[config.mk]
export PLATFORM = sky130hd
export DESIGN_NAME = prbs7_gen
export DESIGN_NICKNAME = d
export VERILOG_FILES = /design/src/rtl/prbs7_pkg.sv /design/src/rtl/prbs7_seed_guard.sv /design/src/rtl/prbs7_shift_core.sv /design/src/rtl/prbs7_period_mark.sv /design/src/rtl/prbs7_gen.sv
export SDC_FILE = /design/constraint.sdc
export NUM_CORES = 1
export LEC_CHECK = 0
export ABC_AREA = 1
export ABC_CLOCK_PERIOD_IN_PS = 1300
export BUFFER_PORTS_ARGS = -buffer_cell sky130_fd_sc_hd__buf_2
export CAP_MARGIN = 10
export CORE_MARGIN = 8
export CORE_UTILIZATION = 51
export DETAILED_ROUTE_END_ITERATION = 12
export PLACE_DENSITY = 0.72
export REMOVE_ABC_BUFFERS = 1
export SYNTH_ARGS = -nofsm -noshare
export SYNTH_HDL_FRONTEND = slang
export SYNTH_SLANG_ARGS = --single-unit
export TNS_END_PERCENT = 30
[constraint.sdc]
create_clock -name clk -period 1.3 [get_ports clk]
set_clock_uncertainty 0.15 [all_clocks]
set_input_delay 0.065 -clock clk [delete_from_list [all_inputs] [get_ports clk]]
set_output_delay 0.065 -clock clk [all_outputs]
set_load 0.02 [all_outputs]
[src/rtl/prbs7_pkg.sv]
package prbs7_pkg;
  localparam int W      = 7;
  localparam int TAP_HI = 7;
  localparam int TAP_LO = 6;
  typedef logic [W-1:0] state_t;
  localparam state_t RESET_SEED = '1;
  localparam state_t SUBST_SEED = state_t'(1);

  // one shift step: stage k is bit k-1, feedback enters stage 1
  function automatic state_t step(input state_t s);
    return {s[W-2:0], s[TAP_HI-1] ^ s[TAP_LO-1]};
  endfunction
endpackage

[src/rtl/prbs7_seed_guard.sv]
module prbs7_seed_guard
  import prbs7_pkg::*;
(
  input  state_t seed,
  output state_t safe_seed,
  output logic   is_zero
);
  always_comb begin
    is_zero   = (seed == '0);
    safe_seed = is_zero ? SUBST_SEED : seed;
  end
endmodule

[src/rtl/prbs7_shift_core.sv]
module prbs7_shift_core
  import prbs7_pkg::*;
(
  input  logic   clk,
  input  logic   rst,
  input  logic   load,
  input  logic   en,
  input  state_t load_val,
  output state_t state_q,
  output state_t state_nx
);
  always_comb state_nx = step(state_q);

  always_ff @(posedge clk) begin
    if (rst)       state_q <= RESET_SEED;
    else if (load) state_q <= load_val;
    else if (en)   state_q <= state_nx;
  end
endmodule

[src/rtl/prbs7_period_mark.sv]
module prbs7_period_mark
  import prbs7_pkg::*;
(
  input  logic   clk,
  input  logic   rst,
  input  logic   load,
  input  logic   en,
  input  state_t load_val,
  input  state_t state_nx,
  output logic   mark
);
  state_t ref_q;

  always_ff @(posedge clk) begin
    if (rst) begin
      ref_q <= RESET_SEED;
      mark  <= 1'b0;
    end else if (load) begin
      ref_q <= load_val;
      mark  <= 1'b1;
    end else if (en) begin
      mark  <= (state_nx == ref_q);
    end else begin
      mark  <= 1'b0;
    end
  end
endmodule

[src/rtl/prbs7_gen.sv]
module prbs7_gen
  import prbs7_pkg::*;
(
  input  logic         clk,
  input  logic         rst,
  input  logic         load,
  input  logic         en,
  input  logic [W-1:0] seed,
  output logic         dout,
  output logic         seed_err,
  output logic         period_start
);
  state_t safe_seed;
  logic   seed_zero;
  state_t state_q;
  state_t state_nx;

  prbs7_seed_guard u_guard (
    .seed      (seed),
    .safe_seed (safe_seed),
    .is_zero   (seed_zero)
  );

  prbs7_shift_core u_core (
    .clk      (clk),
    .rst      (rst),
    .load     (load),
    .en       (en),
    .load_val (safe_seed),
    .state_q  (state_q),
    .state_nx (state_nx)
  );

  prbs7_period_mark u_mark (
    .clk      (clk),
    .rst      (rst),
    .load     (load),
    .en       (en),
    .load_val (safe_seed),
    .state_nx (state_nx),
    .mark     (period_start)
  );

  always_ff @(posedge clk) begin
    if (rst)       seed_err <= 1'b0;
    else if (load) seed_err <= seed_zero;
  end

  assign dout = state_q[W-1];
endmodule

# Word-level counts from Yosys, hierarchy flattened
# Index checks and enable logic that the tools add are counted.
[classes]
n_eq_ne = 1
reduce_logical = 2
mux = 5
n_bitwise = 1
[op_table]
columns = ["cell", "n"]
rows = [
  ["2-to-1 mux 7 bit", 3],
  ["equality test 7 bit", 1],
  ["logical NOT 7 bit", 1],
  ["2-to-1 mux 1 bit", 2],
  ["nonzero test 2 bit", 1],
  ["bitwise XOR 1 bit", 1],
]
[totals]
register_bits = 16
input_bits = 11
elab_cells = 13
output_inout_bits = 3

# Logic depth before layout (Yosys ltp)
# Gate-level depths: netlist of the first run.
[logic_depth]
depth_word = 4
depth_mapped = 8
ltp_nobuf = 8

# By module
# A second synthesis of the first run with hierarchy kept.
[unflattened]
hier_cells = 143
hier_area_um2 = 893.4
[by_module_without_submodules]
columns = ["mod", "n_inst", "seq_area_each_um2", "cells_per_inst", "area_per_inst_um2"]
rows = [
  ["prbs7_period_mark", 1, 160.2, 69, 411.6],
  ["prbs7_shift_core", 1, 140.1, 52, 379.1],
  ["prbs7_seed_guard", 1, 0.0, 15, 57.6],
  ["prbs7_gen", 1, 20.0, 7, 45.0],
]

# Worst setup path after synthesis of the first run
# Ideal clock, no wire load.
[synth_timing]
path_kind = "reg2reg"
startpoint = "reg u_core.state_q[6]"
endpoint = "reg u_mark.mark"
setup_ns = 0.067
n_path_buf = 0
synth_period_minus_slack_ns = 1.167
path_slack_ns = 0.133
t_arrival_ns = 0.950
path_stages_with_launch = 7
required_ns = 1.083
path_cell_list = "dfxtp_1 > or2_1 > nand2_2 > nand2_1 > nand2_1 > nand3_2 > a21oi_2"
[synth_between]
elab_chain_len = 4
[synth_lines]
columns = ["item", "line_no", "source"]
rows = [
  ["from (decl)", "prbs7_shift_core.sv:9", "output state_t state_q,"],
  ["from (signal assigned)", "prbs7_shift_core.sv:16", "else if (load) state_q <= load_val;"],
  ["from (signal assigned)", "prbs7_shift_core.sv:17", "else if (en) state_q <= state_nx;"],
  ["bitwise XOR 1 bit", "prbs7_pkg.sv:11", "return {s[W-2:0], s[TAP_HI-1] ^ s[TAP_LO-1]};"],
  ["equality test 7 bit", "prbs7_period_mark.sv:22", "mark <= (state_nx == ref_q);"],
  ["2-to-1 mux 1 bit", "prbs7_period_mark.sv:21", "end else if (en) begin"],
  ["2-to-1 mux 1 bit", "prbs7_period_mark.sv:18", "end else if (load) begin"],
  ["to (signal assigned)", "prbs7_period_mark.sv:22", ""],
  ["to (decl)", "prbs7_period_mark.sv:10", "output logic mark"],
]
# No other way between the ends.
# A chain may end at the register's enable or synchronous reset.

# Final worst setup path of the first run
[layout_timing]
startpoint = "in load"
endpoint = "reg u_core.state_q[2]"
[layout_between]
elab_chain_len = 1
word_cells_on_any_way = 2
[layout_lines]
columns = ["item", "line_no", "source"]
rows = [
  ["from (decl)", "prbs7_gen.sv:6", "input logic load,"],
  ["2-to-1 mux 7 bit / nonzero test 2 bit (equally long branches)", "n/a", ""],
]
# Parallel ways exist; a longest one is shown, timed or not.

==> run metrics, run 1 <==
n_diodes=0; clock root cell=clkbuf_4; Post-Route WL=1663 um; Post-Synth Adder-Cell Area=0; worst skew pair latency=0.28 ns; H-tree Lvls=1; Pre-Repair DR Iteration Count=4; DRC viols=0; full die area=2844 um2; WL/cell=12.05 um; antenna-violating nets left=0; unrepaired setup endpoints after global routing=yes; commonest non-fill, non-tap cell in the layout=nand2_1; post-synthesis simple-gate area fraction=0.2482; Core ar.=1301 um2; die height=53.33 um; global-route wire length before repair=2670 um; Total GRT Usage=0.1216; Max Transition Viols Final=0; crit share post-route=0.9694; DP Cell Count=126; # fillers=107; CP Cell Sequence=dlygate4sd3_1, buf_2, buf_4, a21oi_1, o221ai_1; Pwr Total=984.5 uW; slowest stage cell on the critical path=dlygate4sd3_1; number of global-route vias before repair=640; Hold WC Path Type=in2reg; startpoint types=input port; CP Capture Type=flip-flop; clock sink total=16; RePlAce Congestion=0.7996; flop-to-flop setup slack=0.15 ns; complex-gate fraction of the synthesized area=0.2042; slew margin rel.=0.8386; commonest cells after routing, fill and taps aside=nand2_1 (26), dfxtp_1 (16), buf_2 (13); syn_area_per_cell=7.179 um2; die width=53.33 um; row count=13; final design utilization=0.7067; buffer and inverter count on the worst path=3; Critical Path Source=load; largest family of logic cells by synthesized area=simple AND/OR/NAND/NOR gates; Tightest Pin Transition=0.2413 ns; worst hold path startpoint=en; DRT iter0 DRCs=19; number of max-cap violations=0; largest fanout on the critical path=9; Vias=716; Crit path largest cell delay=0.54 ns; CP arrival=1.26 ns; Fin. Hold Viols=0; Static Leakage=0.4749 nW; synthesized area=710.7 um2; worst setup margin=0.03977 ns; FF-to-FF Start=u_core.state_q[5]; synthesized instance count=99; initial core utilization=0.5462; outcome=finished, final reports clean; CTS Buf Count=3; TritonCTS clock tree=yes; Port-buffer cells=13; critical path class=in2reg; largest net degree at the start of global routing=11; Synth Area in XOR/XNOR=0; WHS=0.02331 ns; required time of the critical path=1.30 ns; io pins=14; Crit path max-delay family=buffers and inverters; sequential area share after synthesis=0.4507; Post-Route Setup TNS=0 ns; PD cells=1071 nW/um2; final instance area=919.6 um2; fmax=793.5 MHz; global route overflow=0; Place WS=0.1697 ns; Unique masters post-synth=19; initial antenna violation count=0; Area growth syn-to-layout=29.40%; Layout Nets=136; Final min period=1.260 ns; Worst-path clk slew=0.08 ns; Final Setup Violations=0; share of cells above drive strength 1=0.2520; Via-to-Cell Ratio=5.188; yosys warns=0; VDD IR max=0.6698 mV; FF+latch count, synth=16; Final HPWL DP=1268 um; Max Root-Sink Buffers=2; fin cells=138; Placed Instance Area=793.3 um2; post-synthesis mux area share=0
## metal layers
metal / vias up / share of wire / routed length (um) / global-route usage
met5: - / 0 / 0 / 0
met4: 0 / 0.015 / 25 / 0.05042
met3: 4 / 0.070 / 117 / 0.03361
met2: 19 / 0.46 / 768 / 0.2109
met1: 318 / 0.45 / 751 / 0.1349
li1: 375 / - / - / -
## cells by family (layout without fill, tap and decap cells)
family                 count (synthesis)  in the layout
AOI/OAI and AO/OA                     24             24
buffers and inverters                 18             42
DFF                                   16             16
and+or+nand+nor                       41             41
## cell usage after synthesis, drive strengths merged
cell	number	area share
nand4	1	0.0088
nand2	27	0.15
o221ai	5	0.062
a21oi	11	0.083
o21ai	7	0.049
nor2	8	0.049
clkbuf	1	0.0053
o211ai	1	0.011
buf	1	0.0070
nand3	4	0.035
inv	16	0.085
or2	1	0.0088
dfxtp	16	0.45
## registers in the layout, indices dropped and copies added (netlist names)
signal,cells
u_mark.mark,1
u_mark.ref_q,7
u_core.state_q,7
seed_err,1
## tightest hold or removal path, cell delays in order
cell and delay [ns]:
buf_2 0.11, nor2_1 0.07, nand2_1 0.07, o211ai_1 0.08
## final timing paths
check                           depth (start not counted)                 to
worst max-delay path                                    5  u_core.state_q[2]
worst max register to register                          6        u_mark.mark
worst min-delay path                                    4  u_core.state_q[6]
worst min register to register                          2           seed_err
## layout make-up
class | count | area [um2] | share of cell area
repair buffers | 23 | 162.7 | 0.1769
clock buffers | 3 | 22.52 | 0.02449
well taps | 15 | 18.77 | 0.02041
inverters | 16 | 62.56 | 0.06803
multi-input cells | 65 | 332.8 | 0.3619
flip-flops and latches | 16 | 320.3 | 0.3483
## power by group
part / total (mW) / leakage (nW) / switching (mW) / internal [mW]
Combinational: 0.191 / 0.328 / 0.109 / 0.0817
Clock: 0.248 / 0.0138 / 0.140 / 0.107
Sequential: 0.546 / 0.133 / 0.0207 / 0.525
Total: 0.984 / 0.475 / 0.270 / 0.714
## what timing repair did
| item | in CTS | in global routing |
|---|---|---|
| hold endpoints to repair | 16 | 0 |
| resized for setup | 0 | 4 |
| hold buffers | 9 | 0 |
| setup endpoints to repair | 0 | 7 |
| buffers inserted | 0 | 0 |
No activity file was read; power rests on OpenSTA's default activity.
==> run 2: changes to the inputs <==
--- a/config.mk
+++ b/config.mk
@@ -5,12 +5,11 @@
 export SDC_FILE = /design/constraint.sdc
 export NUM_CORES = 1
 export LEC_CHECK = 0
-export ABC_AREA = 1
 export ABC_CLOCK_PERIOD_IN_PS = 1300
 export BUFFER_PORTS_ARGS = -buffer_cell sky130_fd_sc_hd__buf_2
 export CAP_MARGIN = 10
 export CORE_MARGIN = 8
-export CORE_UTILIZATION = 51
+export CORE_UTILIZATION = 52
 export DETAILED_ROUTE_END_ITERATION = 12
 export PLACE_DENSITY = 0.72
 export REMOVE_ABC_BUFFERS = 1
==> run 2 against run 1 <==
Routed wire length shrank 4.1%. Critical path depth grew 1. Combinational power shrank 9.9%. The flow now finishes with violations (negative hold slack). Worst hold slack lost 0.034 ns.
==> run metrics, run 2 <==
outcome=finished, violations left (was finished, final reports clean); failing checks=negative hold slack; die width=54.06 um (was 53.33 um); Post-CTS Setup Bufs=0 (unchanged); row count=13 (unchanged); most common flop cell mapped by yosys=dfxtp_1 (unchanged); Vias=626 (was 716); PD cells=1121 nW/um2 (was 1071 nW/um2); Static Leakage=0.3980 nW (was 0.4749 nW); commonest non-fill, non-tap cell in the layout=dfxtp_1 (was nand2_1); yosys warns=0 (unchanged); most frequent cells after synthesis=dfxtp_1 (16), nor2_1 (12), o21bai_1 (12) (was nand2_1 (26), dfxtp_1 (16), a21oi_1 (10), inv_1 (10)); Unique masters post-synth=27 (was 19); global route overflow=0 (unchanged); WL/cell=13.63 um (was 12.05 um); startpoint types=input port (unchanged); largest registers=u_core.state_q x7, u_mark.ref_q x7 (unchanged); global-route wire length before repair=2497 um (was 2670 um); Final HPWL DP=1076 um (was 1268 um); crit share post-route=0.9532 (was 0.9694); Total GRT Usage=0.1155 (was 0.1216); Tightest Pin Transition=0.2760 ns (was 0.2413 ns); clock root cell=clkbuf_4 (unchanged); H-tree Lvls=1 (unchanged); final design utilization=0.7008 (was 0.7067); Layout Nets=114 (was 136); CP Capture Type=flip-flop (unchanged); critical path class=in2reg (unchanged); buffer and inverter count on the worst path=2 (was 3); leading area contributor after synthesis=dfxtp_1 (unchanged); share of cells above drive strength 1=0.2255 (was 0.2520); Pre-Repair DR Iteration Count=4 (unchanged); WHS=-0.01085 ns (was 0.02331 ns); number of global-route vias before repair=580 (was 640); Fin. Hold Viols=1 (was 0); number of max-cap violations=0 (unchanged); Final Setup Violations=0 (unchanged); Placed Instance Area=813.3 um2 (was 793.3 um2); VDD IR max=0.9801 mV (was 0.6698 mV); die height=54.06 um (was 53.33 um); Via-to-Cell Ratio=5.350 (was 5.188); largest net degree at the start of global routing=18 (was 11); Post-Route Setup TNS=0 ns (unchanged); fmax=807.0 MHz (was 793.5 MHz); initial core utilization=0.5647 (was 0.5462); fin cells=117 (was 138); synthesized instance count=81 (was 99); Core ar.=1334 um2 (was 1301 um2); final instance area=934.6 um2 (was 919.6 um2); DRT iter0 DRCs=12 (was 19); Post-Route WL=1595 um (was 1663 um); clock sink total=16 (unchanged); synthesized area=753.2 um2 (was 710.7 um2); slew margin rel.=0.8160 (was 0.8386); Pwr Total=1.047 mW (was 984.5 uW); Synth async-reset ratio=0 (unchanged); full die area=2922 um2 (was 2844 um2); RePlAce Congestion=0.7254 (was 0.7996); antenna-violating nets left=0 (unchanged); Worst-path clk slew=0.10 ns (was 0.08 ns); Hold WC Path Type=in2reg (unchanged); worst setup margin=0.06081 ns (was 0.03977 ns); required time of the critical path=1.39 ns (was 1.30 ns); DP Cell Count=106 (was 126); Port-buffer cells=13 (unchanged); initial antenna violation count=0 (unchanged); syn_area_per_cell=9.299 um2 (was 7.179 um2); io pins=14 (unchanged); largest fanout on the critical path=3 (was 9); CP Cell Sequence=dlygate4sd3_1, buf_2, nor4_2, nand3_1, o211ai_1, a21o_1 (was dlygate4sd3_1, buf_2, buf_4, a21oi_1, o221ai_1); worst skew pair latency=0.29 ns (was 0.28 ns); Area growth syn-to-layout=24.09% (was 29.40%); sequential area share after synthesis=0.4252 (was 0.4507); DRC viols=0 (unchanged); Post-synth EDFFs=0 (unchanged); Max Root-Sink Buffers=2 (unchanged); commonest cells after routing, fill and taps aside=dfxtp_1 (15), buf_2 (13), nor2_1 (12), o21bai_1 (12), dlygate4sd3_1 (7) (was nand2_1 (26), dfxtp_1 (16), buf_2 (13)); CTS Buf Count=3 (unchanged); FF+latch count, synth=16 (unchanged); Place WS=0.1030 ns (was 0.1697 ns); Crit path max-delay family=buffers and inverters (unchanged); share of the synthesized area in the top cell type=0.4252 (was 0.4507); n_diodes=0 (unchanged); slowest stage cell on the critical path=dlygate4sd3_1 (unchanged); Crit path largest cell delay=0.55 ns (was 0.54 ns); ranking of synthesized cells by area=dfxtp_1 (43%), o21bai_1 (12%), xnor2_1 (7.0%) (was dfxtp_1 (45%), nand2_1 (14%), a21oi_1 (7.0%)); unrepaired setup endpoints after global routing=no (was yes); CP arrival=1.33 ns (was 1.26 ns); most frequent cell after synthesis=dfxtp_1 (was nand2_1); Final min period=1.239 ns (was 1.260 ns); Max Transition Viols Final=0 (unchanged); TritonCTS clock tree=yes (unchanged)
[run 2: changes by cell type in the layout (fill, tap and decap cells not counted), moves of 4 or more]
cell / change
a21oi_1: -6
xnor2_1: +6
nand2_1: -25
inv_2: -5
a21oi_2: -4
nor2b_1: +5
a211oi_1: +6
o221ai_1: -5
o21bai_1: +12
inv_1: -9
nor2_1: +6
o21ai_0: -5
[run 2: path summary, 6_finish.rpt]
check	from	endpoint	slack, ns	depth (start not counted)
worst max register to register	u_core.state_q[5]	u_core.state_q[0]	0.10	4
worst max-delay path	seed[2]	u_core.state_q[0]	0.06	6
worst min-delay path	seed[4]	seed_err	-0.01	4
worst min register to register	seed_err	seed_err	0.32	2
[run 2: area by class of cell]
cell class	count	area [um2]
multi-input cells	60	411.6
fillers	121	399.1
flip-flops and latches	16	321.6
repair buffers	21	142.6
clock buffers	4	36.28
well taps	15	18.77
inverters	1	3.754
[run 2: tightest hold or removal path: cells and delay by family]
| family | cells | cell delay, ns |
|---|---|---|
| simple gates | 2 | 0.16 |
| buf+inv | 1 | 0.09 |
| compound gates | 1 | 0.07 |
[run 2: cells by family after synthesis]
kind of cell,after synthesis,synth area share
buffers and inverters,5,0.04649
AOI/OAI and AO/OA,24,0.2276
and+or+nand+nor,28,0.2077
DFF,16,0.4253
xor gates and xnor gates,8,0.09303
[run 2: power by group]
part | leakage [nW] | switching (mW) | internal, mW
registers | 0.132 | 0.0232 | 0.520
logic | 0.245 | 0.0813 | 0.0905
clock network | 0.0210 | 0.162 | 0.171
[run 2: layer usage]
layer | track usage | vias to the layer above | part of all wire
met1 | 0.1377 | 287 | 0.50
met3 | 0.05234 | 2 | 0.061
met5 | 0 | - | 0
met4 | 0.02459 | 0 | 0.0063
met2 | 0.1873 | 13 | 0.43
li1 | - | 324 | -
[run 2: timing repair]
action / in CTS / in global routing
hold endpoints to repair: 14 / 4
endpoints found under the setup margin: 0 / 2
resized for setup: 0 / 3
hold buffers: 5 / 2
